## src/rtl/muldiv_pkg.sv

```systemverilog
package muldiv_pkg;

    typedef enum logic [2:0] {
        OP_MULT  = 3'd0,
        OP_MULTU = 3'd1,
        OP_DIV   = 3'd2,
        OP_DIVU  = 3'd3,
        OP_MFHI  = 3'd4,
        OP_MFLO  = 3'd5,
        OP_MUL   = 3'd6,
        OP_NONE  = 3'd7
    } md_op_e;

    typedef enum logic [1:0] {
        ST_IDLE = 2'd0,
        ST_RUN  = 2'd1,
        ST_FIX  = 2'd2
    } md_state_e;

    // Attributes of the running job, latched at acceptance
    typedef struct packed {
        logic is_div;    // divide (else multiply)
        logic sgn;       // operands are two's complement
        logic low_only;  // write back low product word only
        logic neg_q;     // negate product / quotient at fixup
        logic neg_r;     // negate remainder at fixup
    } md_job_t;

    function automatic logic is_arith(md_op_e op);
        return (op == OP_MULT) || (op == OP_MULTU) || (op == OP_DIV) ||
               (op == OP_DIVU) || (op == OP_MUL);
    endfunction

    function automatic logic is_move(md_op_e op);
        return (op == OP_MFHI) || (op == OP_MFLO);
    endfunction

    function automatic md_job_t job_of(md_op_e op, logic a_neg, logic b_neg);
        md_job_t j;
        j.is_div   = (op == OP_DIV) || (op == OP_DIVU);
        j.sgn      = (op == OP_MULT) || (op == OP_DIV);
        j.low_only = (op == OP_MUL);
        j.neg_q    = j.sgn && (a_neg ^ b_neg);
        j.neg_r    = j.sgn && j.is_div && a_neg;
        return j;
    endfunction

endpackage

```

## src/rtl/md_ctrl.sv

```systemverilog
module md_ctrl
    import muldiv_pkg::*;
#(
    parameter int ITER = 32
) (
    input  logic clk,
    input  logic rst,
    input  logic start,
    output logic busy,
    output logic step,
    output logic fix,
    output logic done
);
    localparam int CW = (ITER > 1) ? $clog2(ITER) : 1;
    localparam logic [CW-1:0] LAST = CW'(ITER - 1);

    md_state_e       state_q;
    logic [CW-1:0]   cnt_q;
    logic            done_q;

    always_ff @(posedge clk) begin
        if (rst) begin
            state_q <= ST_IDLE;
            cnt_q   <= '0;
            done_q  <= 1'b0;
        end else begin
            done_q <= 1'b0;
            unique case (state_q)
                ST_IDLE: begin
                    if (start) begin
                        state_q <= ST_RUN;
                        cnt_q   <= '0;
                    end
                end
                ST_RUN: begin
                    cnt_q <= cnt_q + 1'b1;
                    if (cnt_q == LAST) state_q <= ST_FIX;
                end
                ST_FIX: begin
                    state_q <= ST_IDLE;
                    done_q  <= 1'b1;
                end
                default: state_q <= ST_IDLE;
            endcase
        end
    end

    assign busy = (state_q != ST_IDLE);
    assign step = (state_q == ST_RUN);
    assign fix  = (state_q == ST_FIX);
    assign done = done_q;

    // iterations always start from a cleared count
    p_run_from_zero_r7: assert property (@(posedge clk) disable iff (rst)
        $rose(step) |-> (cnt_q == '0));
    // fixup is followed by done with the unit idle
    p_fix_then_done_r7: assert property (@(posedge clk) disable iff (rst)
        fix |=> (done && !busy));
    // done is a single-cycle pulse
    p_done_pulse_r7: assert property (@(posedge clk) disable iff (rst)
        done |=> !done);

endmodule

```

## src/rtl/md_mul_core.sv

```systemverilog
module md_mul_core #(
    parameter int W = 32
) (
    input  logic           clk,
    input  logic           rst,
    input  logic           load,
    input  logic           step,
    input  logic [W-1:0]   mag_a,
    input  logic [W-1:0]   mag_b,
    output logic [2*W-1:0] prod
);
    localparam int PW = 2 * W;

    logic [W-1:0]  mcand_q;
    logic [PW-1:0] acc_q;
    logic [W:0]    upper_sum;

    // One partial-product addition into the upper half per step
    always_comb begin
        upper_sum = {1'b0, acc_q[PW-1:W]} + (acc_q[0] ? {1'b0, mcand_q} : '0);
    end

    always_ff @(posedge clk) begin
        if (rst) begin
            mcand_q <= '0;
            acc_q   <= '0;
        end else if (load) begin
            mcand_q <= mag_a;
            acc_q   <= {{W{1'b0}}, mag_b};
        end else if (step) begin
            acc_q <= {upper_sum, acc_q[W-1:1]};
        end
    end

    assign prod = acc_q;

    // a freshly loaded accumulator has an empty upper half
    p_load_clear_r2: assert property (@(posedge clk) disable iff (rst)
        load |=> (acc_q[PW-1:W] == '0));

endmodule

```

## src/rtl/md_div_core.sv

```systemverilog
module md_div_core #(
    parameter int W = 32
) (
    input  logic         clk,
    input  logic         rst,
    input  logic         load,
    input  logic         step,
    input  logic [W-1:0] mag_a,
    input  logic [W-1:0] mag_b,
    output logic [W-1:0] quo,
    output logic [W-1:0] rem
);
    logic [W-1:0] dvsr_q;
    logic [W-1:0] rem_q;
    logic [W-1:0] quo_q;
    logic [W:0]   shifted;
    logic [W+1:0] trial;
    logic         went_neg;

    // Restoring step: subtract, and keep the old value if it went negative
    always_comb begin
        shifted  = {rem_q, quo_q[W-1]};
        trial    = {1'b0, shifted} - {2'b00, dvsr_q};
        went_neg = trial[W+1];
    end

    always_ff @(posedge clk) begin
        if (rst) begin
            dvsr_q <= '0;
            rem_q  <= '0;
            quo_q  <= '0;
        end else if (load) begin
            dvsr_q <= mag_b;
            rem_q  <= '0;
            quo_q  <= mag_a;
        end else if (step) begin
            rem_q <= went_neg ? shifted[W-1:0] : trial[W-1:0];
            quo_q <= {quo_q[W-2:0], ~went_neg};
        end
    end

    assign quo = quo_q;
    assign rem = rem_q;

    // the partial remainder never reaches the divisor
    p_rem_bound_r4: assert property (@(posedge clk) disable iff (rst)
        (dvsr_q != '0) |-> (rem_q < dvsr_q));

endmodule

```

## src/rtl/muldiv_unit.sv

```systemverilog
module muldiv_unit
    import muldiv_pkg::*;
#(
    parameter int XLEN = 32
) (
    input  logic            clk,
    input  logic            rst,
    input  logic            cmd_valid,
    input  logic [2:0]      cmd_op,
    input  logic [XLEN-1:0] src_a,
    input  logic [XLEN-1:0] src_b,
    output logic            busy,
    output logic            done,
    output logic [XLEN-1:0] wb_data,
    output logic            mf_valid,
    output logic [XLEN-1:0] mf_data
);
    localparam int PW = 2 * XLEN;
    localparam logic [XLEN-1:0] ONE_X = XLEN'(1);
    localparam logic [PW-1:0]   ONE_P = PW'(1);

    md_op_e          op;
    logic            acc_arith;
    logic            acc_move;
    md_job_t         job_d;
    md_job_t         job_q;
    logic [XLEN-1:0] mag_a;
    logic [XLEN-1:0] mag_b;
    logic            step;
    logic            fix;
    logic [PW-1:0]   prod;
    logic [PW-1:0]   prod_f;
    logic [XLEN-1:0] quo;
    logic [XLEN-1:0] rem;
    logic [XLEN-1:0] quo_f;
    logic [XLEN-1:0] rem_f;
    logic [XLEN-1:0] hi_q;
    logic [XLEN-1:0] lo_q;
    logic            mf_valid_q;
    logic [XLEN-1:0] mf_data_q;
    logic [XLEN-1:0] wb_q;

    // Command acceptance and decode
    always_comb begin
        op        = md_op_e'(cmd_op);
        acc_arith = cmd_valid && !busy && is_arith(op);
        acc_move  = cmd_valid && is_move(op);
        job_d     = job_of(op, src_a[XLEN-1], src_b[XLEN-1]);
        mag_a     = (job_d.sgn && src_a[XLEN-1]) ? (~src_a + ONE_X) : src_a;
        mag_b     = (job_d.sgn && src_b[XLEN-1]) ? (~src_b + ONE_X) : src_b;
    end

    md_ctrl #(.ITER(XLEN)) ctrl_i (
        .clk   (clk),
        .rst   (rst),
        .start (acc_arith),
        .busy  (busy),
        .step  (step),
        .fix   (fix),
        .done  (done)
    );

    md_mul_core #(.W(XLEN)) mul_i (
        .clk   (clk),
        .rst   (rst),
        .load  (acc_arith),
        .step  (step && !job_q.is_div),
        .mag_a (mag_a),
        .mag_b (mag_b),
        .prod  (prod)
    );

    md_div_core #(.W(XLEN)) div_i (
        .clk   (clk),
        .rst   (rst),
        .load  (acc_arith),
        .step  (step && job_q.is_div),
        .mag_a (mag_a),
        .mag_b (mag_b),
        .quo   (quo),
        .rem   (rem)
    );

    // Sign fixup on magnitude results
    always_comb begin
        prod_f = job_q.neg_q ? (~prod + ONE_P) : prod;
        quo_f  = job_q.neg_q ? (~quo + ONE_X) : quo;
        rem_f  = job_q.neg_r ? (~rem + ONE_X) : rem;
    end

    always_ff @(posedge clk) begin
        if (rst) begin
            job_q      <= '0;
            hi_q       <= '0;
            lo_q       <= '0;
            mf_valid_q <= 1'b0;
            mf_data_q  <= '0;
            wb_q       <= '0;
        end else begin
            if (acc_arith) job_q <= job_d;
            mf_valid_q <= acc_move;
            if (acc_move) mf_data_q <= (op == OP_MFHI) ? hi_q : lo_q;
            wb_q <= '0;
            if (fix) begin
                if (job_q.low_only) begin
                    wb_q <= prod_f[XLEN-1:0];
                end else if (job_q.is_div) begin
                    hi_q <= rem_f;
                    lo_q <= quo_f;
                end else begin
                    hi_q <= prod_f[PW-1:XLEN];
                    lo_q <= prod_f[XLEN-1:0];
                end
            end
        end
    end

    assign wb_data  = wb_q;
    assign mf_valid = mf_valid_q;
    assign mf_data  = mf_data_q;

    // an accepted move is answered in the next cycle
    p_move_latency_r10: assert property (@(posedge clk) disable iff (rst)
        acc_move |=> mf_valid);
    // HI/LO change only when an operation completes
    p_hilo_quiet_r9: assert property (@(posedge clk) disable iff (rst)
        !$stable({hi_q, lo_q}) |-> done);
    // a command arriving during a run does not disturb the job
    p_ignore_busy_r9: assert property (@(posedge clk) disable iff (rst)
        (busy && cmd_valid && is_arith(op)) |=> $stable(job_q));
    // the write-back port is quiet outside the done cycle
    p_wb_quiet_r8: assert property (@(posedge clk) disable iff (rst)
        !done |-> (wb_data == '0));

endmodule

```

## config.mk

```make
export PLATFORM = sky130hd
export DESIGN_NAME = muldiv_unit
export DESIGN_NICKNAME = d
export VERILOG_FILES = /design/src/rtl/muldiv_pkg.sv /design/src/rtl/md_ctrl.sv /design/src/rtl/md_mul_core.sv /design/src/rtl/md_div_core.sv /design/src/rtl/muldiv_unit.sv
export SDC_FILE = /design/constraint.sdc
export NUM_CORES = 1
export LEC_CHECK = 0
export BUFFER_PORTS_ARGS = -buffer_cell sky130_fd_sc_hd__buf_2
export CAP_MARGIN = 10
export CORE_MARGIN = 8
export CORE_UTILIZATION = 55
export CTS_CLUSTER_DIAMETER = 50
export CTS_CLUSTER_SIZE = 24
export DETAILED_ROUTE_END_ITERATION = 10
export PLACE_DENSITY = 0.79
export SYNTH_ARGS = -nofsm -noshare
export SYNTH_HDL_FRONTEND = slang
export SYNTH_SLANG_ARGS = --single-unit
```

## constraint.sdc

```tcl
create_clock -name clk -period 3.3 [get_ports clk]
set_clock_uncertainty 0.05 [all_clocks]
set_input_delay 0.33 -clock clk [delete_from_list [all_inputs] [get_ports clk]]
set_output_delay 0.33 -clock clk [all_outputs]
set_load 0.02 [all_outputs]
```

# After elaboration in Yosys (flattened, before gate mapping)
# Index checks and enable logic that the tools add are counted.
# totals
out_inout_bits,67
romBits,0
latch_bits,0
memories,0
ramBits,0
in_bits,70
regBits,333
elab_cells,96
# classes
div_mod_pow,0
eq_ne,11
muxes,20
n_lt_le_gt_ge,0
reduce_logical,30
addsub,8
n_shift,0
bitwise_logic,9
n_mul,0
# op_table
operator,n
two-way mux 32 bit,13
adder 32 x 1 -> 32 bit (second input constant),4
NOT 32 bit,4
adder 64 x 1 -> 64 bit (second input constant),1
two-way mux 64 bit,1
NOT 64 bit,1
subtractor 33 x 32 -> 34 bit,1
adder 32 x 32 -> 33 bit,1
logical AND 1 bit,10
case mux 5 bit (2 select lines),1
== test 3 bit (second input constant),3
nonzero test 2 bit,4
logical OR 1 bit,7
== test 3 x 2 -> 1 bit (second input constant),2
AND reduction 2 bit,3
adder 5 x 1 -> 5 bit (second input constant),1
== test 5 bit (second input constant),1
two-way mux 5 bit,1
two-way mux 2 bit,2
case mux 2 bit (2 select lines),1
== test 3 x 1 -> 1 bit (second input constant),1
zero test 3 bit,1
NOT 1 bit,3
OR reduction 3 bit,1
other kinds (9),10

# Longest topological paths before layout
# depth
ltp_word,8
depth_mapped,12
mapped_depth_nobuf,11

# Cells and area by module
# Synthesis repeated with hierarchy kept, for this count alone.
# unflattened
hier_cells,2657
area_unflattened_um2,21199.1
# by_module_without_submodules
module,instances,area_per_inst_um2,seq_area_each_um2,cells_each
muldiv_unit,1,9424.0,2662.6,1225
md_div_core,1,5878.1,1921.8,744
md_mul_core,1,5557.8,1921.8,653
md_ctrl,1,339.1,160.2,35

# Worst setup path after synthesis
# Ideal clock, no wire load.
# synth_path
kind,register -> register
from,register mul_i.acc_q[5] (netlist: mul_i.prod[5])
to,register hi_q[27]
n_path_buf,3
synth_period_minus_slack_ps,3210
required_ps,3164
t_arrival_ps,3074
slack_ps,90
path_stages_with_launch,12
setup_time_ps,86
cell_sequence,dfxtp_1 > buf_6 > or4_4 > or4_1 > buf_2 > or4_4 > or2_1 > buf_6 > o41ai_2 > xnor2_1 > nand2_1 > a211oi_1
# synth_via
elab_chain_len,4
# synth_lines
element,line,text
from (decl),md_mul_core.sv:15,logic [PW-1:0] acc_q;
from (signal assigned),md_mul_core.sv:29,"acc_q <= {{W{1'b0}}, mag_b};"
from (signal assigned),md_mul_core.sv:31,"acc_q <= {upper_sum, acc_q[W-1:1]};"
NOT 64 bit,muldiv_unit.sv:86,prod_f = job_q.neg_q ? (~prod + ONE_P) : prod;
adder 64 x 1 -> 64 bit,muldiv_unit.sv:86,
two-way mux 64 bit,muldiv_unit.sv:86,
two-way mux 32 bit,muldiv_unit.sv:107,end else if (job_q.is_div) begin
to (signal assigned),muldiv_unit.sv:108,hi_q <= rem_f;
to (signal assigned),muldiv_unit.sv:111,hi_q <= prod_f[PW-1:XLEN];
to (decl),muldiv_unit.sv:37,logic [XLEN-1:0] hi_q;
# Every way passes these cells.
# A chain may end at the register's enable or synchronous reset.

# Worst setup path after layout
# layout_path
from,register mul_i.acc_q[0] (netlist: mul_i.prod[0])
to,register lo_q[22]
# layout_via
elab_chain_len,4
# layout_lines
element,line,text
NOT 64 bit,muldiv_unit.sv:86,
adder 64 x 1 -> 64 bit,muldiv_unit.sv:86,
two-way mux 64 bit,muldiv_unit.sv:86,
two-way mux 32 bit,muldiv_unit.sv:107,
to (signal assigned),muldiv_unit.sv:109,lo_q <= quo_f;
to (signal assigned),muldiv_unit.sv:112,lo_q <= prod_f[XLEN-1:0];
to (decl),muldiv_unit.sv:38,logic [XLEN-1:0] lo_q;
# Every way passes these cells.

==> results.rst <==
.. list-table::
   :header-rows: 1

   * - Metric
     - Value
   * - Endpoint of the worst-slack reg-to-reg timing path
     - lo_q[22]$_SDFFE_PP0P_
   * - R2R depth
     - 10
   * - Pin count of the biggest net entering global routing
     - 110
   * - RSZ-0062 raised after global routing
     - false
   * - Most common flop cell mapped by yosys
     - dfxtp_1
   * - Cell row count
     - 70
   * - Async set-reset flop share out of synthesis
     - 0%
   * - Initial core utilization
     - 55.4%
   * - Fraction of layout instances using a drive strength above 1
     - 14.5%
   * - Area of the mapped netlist
     - 20,200 sq um
   * - Worst hold path endpoint
     - mul_i.mcand_q[0]$_SDFFE_PP0N_
   * - Number of different library cells in the post-synthesis netlist
     - 75
   * - Number of buffers between clock root and the deepest sink
     - 3
   * - LEAKAGE
     - 9.51 nW
   * - Diodes inserted
     - 0
   * - Outcome
     - finished, final reports clean
   * - Min-delay worst type
     - primary input to flip-flop
   * - Final Setup Violations
     - 0
   * - Total of flip-flops plus latches after synthesis
     - 333
   * - Number of max-slew violations in the final report
     - 0
   * - Cell repeated most along the worst path
     - or2_2
   * - Detail-routed via count per cell
     - 6.42
   * - Post-Synthesis Cells
     - 2,585
   * - Number of enable-type register cells in the synthesized netlist
     - 0
   * - Insertion delay to the later sink of the worst-skew pair
     - 0.58 ns
   * - Number of iterations in the first detailed-routing pass
     - 6
   * - Commonest non-fill, non-tap cells in the layout
     - nand2_1 (354), dfxtp_1 (331), a21oi_1 (280)
   * - H-Tree Level Count
     - 2
   * - Floorplan Core Area
     - 36,300 sq um
   * - Number of remaining DRC errors
     - 0
   * - Relative slew slack
     - 21.4%
   * - Sum of net half-perimeters after detailed placement
     - 55.0 mm
   * - Cell-by-cell trace of the critical path
     - buf_4 > inv_1 > ha_1 > or4b_2 > or2_2 > or2_2 > o21ai_0 > xor2_2 > a21oi_1 > a32o_1
   * - Die outline width
     - 207 um
   * - Launching element type of the critical path
     - flip-flop
   * - Flop-to-flop setup slack
     - 0.09 ns
   * - I/O pin count
     - 137
   * - Port-buffer cells
     - 136
   * - Setup TNS
     - 0 ns
   * - Worst VDD drop
     - 0.391 mV
   * - Hold violation count in the final report
     - 0
   * - Count of routing violations after the opening detailed-route iteration
     - 2,499
   * - Detailed-route wire length per cell
     - 22.5 um
   * - Post-synthesis area per instance
     - 7.80 sq um
   * - Transition at the pin with the smallest max-transition slack
     - 1.17 ns
   * - Start point of the worst hold path
     - src_a[0]
   * - Overall die height
     - 207 um
   * - Area growth from synthesis to final layout
     - 16.3%
   * - Delay of the slowest critical-path stage
     - 0.60 ns
   * - Wire length of the first global-routing pass
     - 112 mm
   * - Number of filler instances in the final layout
     - 3,136
   * - Number of nets in the synthesized netlist
     - 2,728
   * - Number of buffers inserted during clock tree synthesis
     - 39
   * - Global placer's final weighted congestion
     - 0.988
   * - CTS tree
     - done
   * - Kind of critical path
     - flip-flop to flip-flop
   * - Number of cells traversed by the worst hold path
     - 3
   * - Combined global-route utilization of all metal layers
     - 32.3%
   * - Warning count from the yosys run
     - 0
   * - Share of the clock period used by the worst path
     - 97.3%
   * - Via count of the first global-routing pass
     - 19,100
   * - Die footprint
     - 43,000 sq um
   * - Launching point of the worst reg2reg path
     - mul_i.prod[0]$_SDFFE_PP0P_
   * - Cell at the root of the clock tree
     - clkbuf_16
   * - Worst Path Arrival
     - 3.62 ns
   * - Slowest library cell on the worst path
     - or4b_2
   * - Clock transition at the registers of the reported paths
     - 0.07 ns
   * - Number of nets in the layout
     - 2,888
   * - Post-CTS setup repair buffer count
     - 0
   * - Critical Path End Type
     - flip-flop
   * - Top achievable clock speed
     - 311 MHz
   * - Total global routing overflow
     - 0
   * - Min cycle time layout
     - 3.21 ns
   * - Total power divided by cell area
     - 454 nW/um^2
   * - Leading cell type in the layout, fill and taps excluded
     - nand2_1
   * - Worst hold margin
     - 0.0796 ns
   * - Fraction of the yosys area taken by sequential cells
     - 33.1%
   * - Antenna violations before repair
     - 1
   * - Final wirelength
     - 73.1 mm
   * - Post-route ant nets
     - 0
   * - Number of vias in the routed layout
     - 20,800
   * - Data required, critical path
     - 3.70 ns
   * - End-of-flow core utilization
     - 64.5%
   * - Maxcap violations
     - 0
   * - Clock sink count
     - 333
   * - Critical Path Fanout Max
     - 4
-- Yosys cell counts (all sizes together), types with 23 or more instances --
library cell,count,area share (%)
nand2,354,6.6
dfxtp,333,33
a21oi,282,7.0
nor2,168,3.1
clkbuf,143,2.7
o21ai,143,3.6
xor2,106,4.6
xnor2,96,4.2
a21boi,73,2.7
ha,71,4.4
inv,68,1.3
nor3,57,1.4
a31oi,55,1.7
nand3,54,1.3
mux2i,51,2.5
and2,48,1.5
o221ai,43,1.9
o31ai,40,1.5
or4,29,1.1
a21o,27,1.0
or3,24,0.75
buf,23,0.52
nor4,23,0.75
o21a,23,0.86
o41ai,23,1.1
-- flip-flops by register name (all words and copies together), names as in the netlist --
signal / count
ctrl_i.cnt_q: 5
ctrl_i.done: 1
ctrl_i.state_q: 2
div_i.dvsr_q: 32
div_i.quo: 32
div_i.rem: 32
hi_q: 32
job_q: 4
lo_q: 32
mf_data: 32
mf_valid: 1
mul_i.mcand_q: 32
mul_i.prod: 64
wb_data: 32
-- worst max path at each step --
stage / startpoint / endpoint / slack (ns) / cells past startpoint
6_report: mul_i.prod[0]$_SDFFE_PP0P_ / lo_q[22]$_SDFFE_PP0P_ / 0.09 / 10
5_1_grt: mul_i.prod[0]$_SDFFE_PP0P_ / mul_i.prod[62]$_SDFFE_PP0P_ / 0.0004 / 11
4_1_cts: mul_i.prod[5]$_SDFFE_PP0P_ / hi_q[21]$_SDFFE_PP0P_ / 0.02 / 8
3_5_place_dp: src_a[8] / div_i.quo[22]$_SDFFE_PP0P_ / 0.009 / 10
3_3_place_gp: mul_i.prod[5]$_SDFFE_PP0P_ / hi_q[29]$_SDFFE_PP0P_ / 0.06 / 9
2_1_floorplan: mul_i.prod[5]$_SDFFE_PP0P_ / hi_q[27]$_SDFFE_PP0P_ / 0.09 / 11
-- cells by family after synthesis --
kind of cell	synth area share [%]
flops	33.1
compound gates	26.2
buf+inv	4.47
xor+xnor	8.78
mux	2.81
fa+ha+maj	4.61
simple gates	20.1
-- power by group --
group	total, mW	leakage (nW)	switching [mW]	internal (mW)
clock network	4.47	0.654	2.07	2.39
registers	4.30	2.71	0.132	4.17
logic	1.88	6.14	1.18	0.693
-- stage by stage --
| step | total power [mW] | setup slack (ns) | cells | area [sq um] |
|---|---|---|---|---|
| after global routing | 11.0 | 0.000446 | 3244 | 23400 |
| after CTS | 10.6 | 0.0176 | 3243 | 23400 |
| after detailed placement | 6.19 | 0.00858 | 3171 | 22000 |
| final | 10.6 | 0.0878 | 3244 | 23400 |
| after floorplan | 5.47 | 0.0901 | 2585 | 20200 |
| after global placement | 6.15 | 0.0620 | 3171 | 22000 |
-- per-layer routing --
| layer | track usage (%) | share of wire [%] | up-vias |
|---|---|---|---|
| met4 | 15.0 | 5.2 | 2 |
| met3 | 6.28 | 11 | 221 |
| li1 | - | - | 9649 |
| met5 | 0 | 0.016 | - |
| met1 | 43.5 | 41 | 9853 |
| met2 | 49.3 | 43 | 1111 |
-- cell type report --
cell class / instances / area, sq um / share of cell area [%]
clock inverter: 28 / 299 / 1.28
timing repair buffer: 285 / 1900 / 8.09
clock buffer: 44 / 1040 / 4.42
inverter: 69 / 259 / 1.11
sequential: 333 / 6670 / 28.5
multi-input combinational: 2017 / 12700 / 54.1
tap: 468 / 586 / 2.50
-- worst max-delay path: cells and delay by family (launching register included) --
family                   cells  cell delay, ns
adder cells (fa/ha/maj)      1            0.16
flip-flops                   1            0.36
buffers and inverters        2            0.22
AND/OR/NAND/NOR              3            1.27
AO/OA/AOI/OAI                3            0.68
XOR/XNOR                     1            0.35
-- timing repair --
item                                    4_1_cts  5_1_grt
resized for setup                             0       16
endpoints found under the setup margin        0       18
hold buffers                                  0        0
Note: power is estimated with default switching activity, not from simulation.
